File: config.mk
export PLATFORM = sky130hd
export DESIGN_NAME = simd_addsub
export DESIGN_NICKNAME = d
export VERILOG_FILES = /design/src/rtl/simd_pkg.sv /design/src/rtl/simd_lane.sv /design/src/rtl/simd_route.sv /design/src/rtl/simd_outreg.sv /design/src/rtl/simd_addsub.sv
export SDC_FILE = /design/constraint.sdc
export NUM_CORES = 1
export LEC_CHECK = 0
export BUFFER_PORTS_ARGS = -buffer_cell sky130_fd_sc_hd__buf_2
export CAP_MARGIN = 25
export CORE_MARGIN = 10
export CORE_UTILIZATION = 60
export CTS_CLUSTER_SIZE = 16
export DETAILED_ROUTE_END_ITERATION = 8
export PLACE_DENSITY = 0.82
export SLEW_MARGIN = 20
export SYNTH_ARGS = -nofsm -noshare
export SYNTH_HDL_FRONTEND = slang
export SYNTH_SLANG_ARGS = --single-unit
File: constraint.sdc
create_clock -name clk -period 1.1 [get_ports clk]
set_input_delay 0 -clock clk [delete_from_list [all_inputs] [get_ports clk]]
set_output_delay 0 -clock clk [all_outputs]
set_load 0.05 [all_outputs]
File: src/rtl/simd_pkg.sv
package simd_pkg;

  typedef enum logic [1:0] {
    KIND_WRAP  = 2'd0,
    KIND_SAT   = 2'd1,
    KIND_HALVE = 2'd2,
    KIND_RSVD  = 2'd3
  } kind_e;

  typedef enum logic [2:0] {
    OP_ADD_H  = 3'd0,
    OP_XADD_H = 3'd1,
    OP_XSUB_H = 3'd2,
    OP_SUB_H  = 3'd3,
    OP_ADD_B  = 3'd4,
    OP_SUB_B  = 3'd5,
    OP_RSV6   = 3'd6,
    OP_RSV7   = 3'd7
  } op_e;

  function automatic kind_e mode_kind(input logic [2:0] m);
    return kind_e'(m[1:0]);
  endfunction

  function automatic logic mode_unsigned(input logic [2:0] m);
    return m[2];
  endfunction

endpackage

File: src/rtl/simd_lane.sv
module simd_lane
  import simd_pkg::*;
#(
  parameter int W = 8
) (
  input  logic         clk,
  input  logic         rst_n,
  input  logic [W-1:0] a,
  input  logic [W-1:0] b,
  input  logic         sub,
  input  logic         uns,
  input  kind_e        kind,
  output logic [W-1:0] res,
  output logic         ge
);

  localparam logic [W-1:0] SMAX = {1'b0, {(W-1){1'b1}}};
  localparam logic [W-1:0] SMIN = {1'b1, {(W-1){1'b0}}};

  logic [W:0] ae, be, sx;
  logic       ovf_s;

  always_comb begin
    ae    = uns ? {1'b0, a} : {a[W-1], a};
    be    = uns ? {1'b0, b} : {b[W-1], b};
    sx    = sub ? (ae - be) : (ae + be);
    ovf_s = sx[W] ^ sx[W-1];
  end

  always_comb begin
    unique case (kind)
      KIND_WRAP:  res = sx[W-1:0];
      KIND_SAT: begin
        if (uns) begin
          if (sx[W]) res = sub ? '0 : '1;
          else       res = sx[W-1:0];
        end else begin
          if (ovf_s) res = sx[W] ? SMIN : SMAX;
          else       res = sx[W-1:0];
        end
      end
      KIND_HALVE: res = sx[W:1];
      default:    res = '0;
    endcase
  end

  always_comb begin
    if (kind != KIND_WRAP) ge = 1'b0;
    else if (uns)          ge = sub ? ~sx[W] : sx[W];
    else                   ge = ~sx[W];
  end

  AST_USAT_FLOOR: assert property (@(posedge clk) disable iff (!rst_n)
    (uns && kind == KIND_SAT && sub && (a < b)) |-> (res == '0));

  AST_USAT_CEIL: assert property (@(posedge clk) disable iff (!rst_n)
    (uns && kind == KIND_SAT && !sub && ((({1'b0, a} + {1'b0, b}) >> W) != '0)) |-> (res == '1));

  AST_WRAP_SUM: assert property (@(posedge clk) disable iff (!rst_n)
    (kind == KIND_WRAP && !sub) |-> (res == W'(a + b)));

endmodule

File: src/rtl/simd_route.sv
module simd_route
  import simd_pkg::*;
#(
  parameter int DATA_W = 32,
  localparam int HW    = DATA_W / 2
) (
  input  logic [2:0]          op_sel,
  input  logic [DATA_W-1:0]   b,
  output logic [1:0][HW-1:0]  b_half,
  output logic [1:0]          sub_half,
  output logic                is_byte,
  output logic                sub_byte,
  output logic                op_ok
);

  logic [HW-1:0] b_hi, b_lo;

  always_comb begin
    b_hi     = b[DATA_W-1:HW];
    b_lo     = b[HW-1:0];
    b_half   = {b_hi, b_lo};
    sub_half = 2'b00;
    is_byte  = 1'b0;
    sub_byte = 1'b0;
    op_ok    = 1'b1;
    unique case (op_e'(op_sel))
      OP_ADD_H:  sub_half = 2'b00;
      OP_XADD_H: begin
        b_half   = {b_lo, b_hi};
        sub_half = 2'b01;
      end
      OP_XSUB_H: begin
        b_half   = {b_lo, b_hi};
        sub_half = 2'b10;
      end
      OP_SUB_H:  sub_half = 2'b11;
      OP_ADD_B:  is_byte  = 1'b1;
      OP_SUB_B: begin
        is_byte  = 1'b1;
        sub_byte = 1'b1;
      end
      default:   op_ok    = 1'b0;
    endcase
  end

endmodule

File: src/rtl/simd_outreg.sv
module simd_outreg #(
  parameter int  DATA_W  = 32,
  parameter int  GE_W    = 4,
  parameter bit  OUT_REG = 1'b1
) (
  input  logic              clk,
  input  logic              rst_n,
  input  logic              out_en,
  input  logic [DATA_W-1:0] res_d,
  input  logic [GE_W-1:0]   ge_d,
  output logic [DATA_W-1:0] res_q,
  output logic [GE_W-1:0]   ge_q
);

  generate
    if (OUT_REG) begin : g_reg
      logic [DATA_W-1:0] res_r, res_nxt;
      logic [GE_W-1:0]   ge_r, ge_nxt;

      always_comb begin
        res_nxt = res_r;
        ge_nxt  = ge_r;
        if (out_en) begin
          res_nxt = res_d;
          ge_nxt  = ge_d;
        end
      end

      always_ff @(posedge clk or negedge rst_n) begin
        if (!rst_n) begin
          res_r <= '0;
          ge_r  <= '0;
        end else begin
          res_r <= res_nxt;
          ge_r  <= ge_nxt;
        end
      end

      assign res_q = res_r;
      assign ge_q  = ge_r;

      AST_HOLD_IDLE: assert property (@(posedge clk) disable iff (!rst_n)
        !out_en |=> ($stable(res_r) && $stable(ge_r)));
    end else begin : g_comb
      assign res_q = res_d;
      assign ge_q  = ge_d;
    end
  endgenerate

endmodule

File: src/rtl/simd_addsub.sv
module simd_addsub
  import simd_pkg::*;
#(
  parameter int DATA_W  = 32,
  parameter bit OUT_REG = 1'b1
) (
  input  logic                clk,
  input  logic                rst_n,
  input  logic                out_en,
  input  logic [2:0]          mode_sel,
  input  logic [2:0]          op_sel,
  input  logic [DATA_W-1:0]   a,
  input  logic [DATA_W-1:0]   b,
  output logic [DATA_W-1:0]   result,
  output logic [DATA_W/8-1:0] ge
);

  localparam int HW     = DATA_W / 2;
  localparam int BW     = DATA_W / 4;
  localparam int N_HALF = 2;
  localparam int N_BYTE = 4;
  localparam int GE_W   = N_BYTE;
  localparam int GE_PER_HALF = GE_W / N_HALF;

  kind_e                    kind;
  logic                     uns;
  logic                     mode_ok;
  logic [1:0][HW-1:0]       b_half;
  logic [1:0]               sub_half;
  logic                     is_byte, sub_byte, op_ok;
  logic [N_HALF-1:0][HW-1:0] half_res;
  logic [N_HALF-1:0]        half_ge;
  logic [N_BYTE-1:0][BW-1:0] byte_res;
  logic [N_BYTE-1:0]        byte_ge;
  logic [DATA_W-1:0]        res_d;
  logic [GE_W-1:0]          ge_d;
  logic [GE_W-1:0]          ge_half_x;

  always_comb begin
    kind    = mode_kind(mode_sel);
    uns     = mode_unsigned(mode_sel);
    mode_ok = (kind != KIND_RSVD);
  end

  simd_route #(.DATA_W(DATA_W)) u_route (
    .op_sel   (op_sel),
    .b        (b),
    .b_half   (b_half),
    .sub_half (sub_half),
    .is_byte  (is_byte),
    .sub_byte (sub_byte),
    .op_ok    (op_ok)
  );

  generate
    for (genvar h = 0; h < N_HALF; h++) begin : g_half
      simd_lane #(.W(HW)) u_lane (
        .clk   (clk),
        .rst_n (rst_n),
        .a     (a[h*HW +: HW]),
        .b     (b_half[h]),
        .sub   (sub_half[h]),
        .uns   (uns),
        .kind  (kind),
        .res   (half_res[h]),
        .ge    (half_ge[h])
      );
      for (genvar g = 0; g < GE_PER_HALF; g++) begin : g_gex
        assign ge_half_x[h*GE_PER_HALF + g] = half_ge[h];
      end
    end
    for (genvar k = 0; k < N_BYTE; k++) begin : g_byte
      simd_lane #(.W(BW)) u_lane (
        .clk   (clk),
        .rst_n (rst_n),
        .a     (a[k*BW +: BW]),
        .b     (b[k*BW +: BW]),
        .sub   (sub_byte),
        .uns   (uns),
        .kind  (kind),
        .res   (byte_res[k]),
        .ge    (byte_ge[k])
      );
    end
  endgenerate

  always_comb begin
    res_d = '0;
    ge_d  = '0;
    if (mode_ok && op_ok) begin
      res_d = is_byte ? byte_res : half_res;
      ge_d  = is_byte ? byte_ge  : ge_half_x;
    end
  end

  simd_outreg #(.DATA_W(DATA_W), .GE_W(GE_W), .OUT_REG(OUT_REG)) u_out (
    .clk    (clk),
    .rst_n  (rst_n),
    .out_en (out_en),
    .res_d  (res_d),
    .ge_d   (ge_d),
    .res_q  (result),
    .ge_q   (ge)
  );

  AST_RSVD_ZERO: assert property (@(posedge clk) disable iff (!rst_n)
    (mode_sel[1:0] == 2'b11 || op_sel[2:1] == 2'b11) |-> (res_d == '0 && ge_d == '0));

  AST_GE_WRAP_ONLY: assert property (@(posedge clk) disable iff (!rst_n)
    (mode_sel[1:0] != 2'b00) |-> (ge_d == '0));

endmodule

==> results.toml, run 1 <==
[floorplan]
rows = 44
die_w_um = 141.5
io_pins = 109
chipHeight_um = 141.5
start_util_pct = 61.16

[synth]
ys_async_sr_fraction_pct = 100.0
netlist.area_leader.share_pct = 10.46
ys_seq_area_share_pct = 10.17
synth_top_cell_by_area = "ha_1"
synth_cells = 1280
ys_warn_count = 0
synthTopCellsByArea = "ha_1 10%, dfrtp_1 10%, a21oi_1 7.6%, xnor2_1 7.0%, nor2_1 6.3%"
synth_area_mm2 = 0.008855
synth_cell_types = 85
syn_nets = 1433
postSynthAreaPerCell_um2 = 6.918
synth_ff_type = "dfrtp_1"
synth-edff-count = 0
ys_ff_latch = 36

[placement]
io_buffers = 108
dp_cells = 1937
place_hpwl_um = 35420
gp_congestion = 1.088
pre_cts_ws_ns = -3.758

[global_routing]
grt_start_max_net_pins = 37
grt_pass1_wl_um = 106900
grt_overflow = 3
grt_pass1_vias = 17346
grt_use_total_pct = 69.19

[clock_network]
cts_root_buffer = "clkbuf_16"
cts_buffer_depth = 2
htreeDepth = 2
cts_sinks = 36
cts_buffers = 5

[status]
status = "stopped before the end"
failing_step = "global routing"
stop_error = "[ERROR GRT-0116] Global routing finished with congestion. Check the congestion regions in the DRC Viewer."
==> logic make-up after synthesis <==
group	after synthesis	share of synthesized area (%)
DFF	36	10.17
xor gates and xnor gates	113	11.56
AOI/OAI and AO/OA	471	34.29
buffers and inverters	135	5.906
muxes	44	5.073
and+or+nand+nor	399	20.94
adders and majority gates	82	12.05
==> repair_timing <==
action / 4_1_cts
gates cloned: 2
hold endpoints to repair: 36
setup endpoints to repair: 36
pin swaps: 57
gates resized for setup: 75
setup buffers: 29
hold buffers: 1
==> synth_stat cells, drive strengths merged (7+ instances only) <==
library cell / count
mux2i: 37
nand3: 17
inv: 58
a21oi: 136
nor2b: 24
a21o: 10
o211ai: 19
clkbuf: 57
o221ai: 11
o31ai: 10
a31oi: 16
a22oi: 8
xor2: 40
a211oi: 23
nor2: 150
a2111oi: 8
nand2: 105
nor4: 7
nand2b: 10
o21a: 18
buf: 20
o2bb2ai: 17
nor3: 35
ha: 74
or3: 8
or2: 10
mux2: 7
dfrtp: 36
o21ai: 121
nand4: 7
xnor2: 73
a221oi: 7
==> per-stage QoR <==
step | hold WS [ns] | cell area (um^2)
after global placement | 0.06533 | 12870
after detailed placement | 0.06733 | 12870
after floorplan | -0.2956 | 9124
after CTS | 0.07981 | 13650
==> layer usage <==
| metal | GRT overflow | GRT usage [%] |
|---|---|---|
| met1 | 0 | 67.60 |
| met2 | 0 | 82.32 |
| met3 | 0 | 62.52 |
| met4 | 3 | 63.69 |
| met5 | 0 | 28.87 |
==> run 2, diff against run 1 <==
- CORE_UTILIZATION: 60 -> 40
- CTS_CLUSTER_SIZE: 16 -> default
- PLACE_DENSITY: 0.82 -> default
- PLACE_DENSITY_LB_ADDON: default -> 0.15
==> results.toml, run 2 <==
[status]
status = "finished, violations left"
violations = "setup timing"

[placement]
gp_congestion = 0.9770
io_buffers = 108
place_hpwl_um = 32230
dp_cells = 2085

[flow_run]
cap_violations = 0

[synth]
synth_top_cell_by_area = "ha_1"
ys_async_sr_fraction_pct = 100.0
synth_common_cells = "148 x nor2_1, 134 x a21oi_1, 105 x nand2_1"
ys_warn_count = 0
syn_nets = 1433
postSynthAreaPerCell_um2 = 6.918
netlist.area_leader.share_pct = 10.46
synthTopCellsByArea = "ha_1 10%, dfrtp_1 10%, a21oi_1 7.6%, xnor2_1 7.0%, nor2_1 6.3%"
ys_seq_area_share_pct = 10.17
ys_ff_latch = 36
synth-edff-count = 0
synth_cell_types = 85
synth_area_mm2 = 0.008855
synth_cells = 1280
synth_most_common_cell = "nor2_1"
synth_ff_type = "dfrtp_1"

[clock_network]
cts_sinks = 36
htreeDepth = 2
cts_tree = "built"
clkLatencyLatePin_ns = 0.29
cts_buffers = 5
cts_root_buffer = "clkbuf_16"
cts_buffer_depth = 2
clk_pin_slew_ns = 0.06

[setup_path]
worst_r2r_startpoint = "u_out.res_q[19]"
regToRegSetupSlack_ns = 0.03
cp.arrival_ns = 4.28
critical_path.max_fanout = 7
end_kind = "flip-flop"
cp_data_required_time_ns = 1.27
r2r-end = "u_out.res_q[19]"
r2r_cells = 4
setup.worst_path.start_class = "primary input"
crit_type = "primary input to flip-flop"
crit_path_start = "op_sel[0]"

[pwr]
p_per_area_mw_per_mm2 = 1303
vdd_drop_max_uv = 821.4
leakage_nw = 6.783

[timing]
fmaxAchievable_mhz = 243.2
layout_min_cycle_time_ns = 4.113
fin_crit_sh_pct = 373.9
rsz0062_at_grt = "yes"
worst_pin_slew_ns = 0.9252
finalSetupTns_ns = -102.05
max_slew_margin_pct = 37.88
final_hold_viol_count = 0
finalSetupViolations = 36
drv_slew = 0
fin_ws_ns = -3.013
skew_ns = 0
hold_ws_ns = 0.1143

[finish]
layout_common_cells = "498 x buf_4, 143 x nor2_1, 114 x a21oi_1"
drive_gt1_share_pct = 41.67
synthToLayoutAreaGrowth_pct = 61.81
layout_commonest_cell = "buf_4"
fin_util_pct = 65.65
fin_nets = 1988
antennaDiodeCount = 0
largest_register_ffs = 32
layoutNonFillerInstCount = 2116

[floorplan]
core_area_mm2 = 0.02182
io_pins = 109
die_w_um = 168.8
chipHeight_um = 168.8
rows = 54
die-area_mm2 = 0.02849
start_util_pct = 40.57

[routing]
routed_wl_um = 38450
drtIter0Drc = 886
vias_per_cell = 5.577
wl_per_cell_um = 18.17
drtAntennaViolNets = 0
drc = 0
vias = 11801
first_pass_iters = 5

[global_routing]
grt_overflow = 0
grt_pass1_vias = 11454
grt_start_max_net_pins = 37
grt_use_total_pct = 25.70
grt_pass1_wl_um = 60370
antenna_found_initial = 0

[hold_path]
hold_depth = 3
hold_class = "primary input to flip-flop"
min_to = "u_out.res_q[30]"
worstHoldStart = "out_en"
-- run 2: cell counts after synthesis --
Identical to the previous run, type by type.
-- run 2: power breakdown --
group          switching [mW]  leakage (nW)  internal, mW
logic                    8.19          6.23          7.08
clock network           0.594        0.0808          1.07
registers               0.152         0.472          1.58
total                    8.94          6.78          9.73
-- run 2: worst max-delay path, stage by stage --
cell and delay, ns:
buf_8 0.10, xnor2_4 0.13, or2_4 0.30, a21oi_1 0.24
and3_4 0.22, nand4_1 0.10, or2_1 0.26, o21bai_4 0.18
nand2b_4 0.15, o21ai_2 0.14, xnor2_1 0.09, ha_1 0.31
a21o_1 0.19, a211o_1 0.25, o32a_1 0.28, o41a_1 0.16
buf_4 0.16, buf_6 0.12, nor3_1 0.22, nor2_1 0.19
buf_4 0.20, a22oi_1 0.19, o2bb2ai_1 0.08
-- run 2: final cells by class --
type / instances / area (um^2)
clock buffers: 6 / 128.9
clock inverters: 2 / 35.03
fillers: 1927 / 7496
inverters: 58 / 220.2
multi-input cells: 1109 / 8133
flip-flops and latches: 36 / 900.9
well taps: 280 / 350.3
repair buffers: 625 / 4559
-- run 2: kinds of logic (layout without fill, tap and decap cells) --
family                   count (synthesis)  count (layout)  synth area share [%]
AO/OA/AOI/OAI                          471             471                 34.29
AND/OR/NAND/NOR                        399             399                 20.94
buffers and inverters                  135             691                 5.906
XOR/XNOR                               113             113                 11.56
adder cells (fa/ha/maj)                 82              82                 12.05
multiplexers                            44              44                 5.073
flip-flops                              36              36                 10.17
-- run 2: per-stage QoR --
step,setup WS (ns),instance area [um^2],total power [mW]
final,-3.013,14330,18.66
after detailed placement,-3.487,13400,15.68
after global placement,-3.401,13400,15.50
after floorplan,-3.150,9124,9.490
after global routing,-3.249,14330,19.90
after CTS,-2.964,14060,18.05
-- run 2: worst max-delay path by stage --
stage,end,slack [ns],cells past startpoint
3_5_place_dp,u_out.res_q[3],-3.49,24
2_1_floorplan,u_out.res_q[23],-3.15,24
6_report,u_out.res_q[1],-3.01,23
4_1_cts,u_out.res_q[0],-2.96,25
5_1_grt,u_out.res_q[13],-3.25,24
3_3_place_gp,u_out.res_q[3],-3.40,24
-- run 2: repair_timing --
item,in CTS,in global routing
hold buffers,1,0
setup endpoints to repair,36,36
pin swaps,48,39
gates resized for setup,73,40
buffers inserted,16,6
endpoints found under the hold margin,36,0
-- run 2: routing by layer --
metal | track usage [%] | share of wire (%) | up-vias
li1 | - | - | 5832
met3 | 2.455 | 6.3 | 55
met2 | 43.04 | 46 | 426
met1 | 34.60 | 45 | 5488
met5 | 0 | 0 | -
met4 | 6.283 | 2.3 | 0
(Power assumes the default switching activity.)
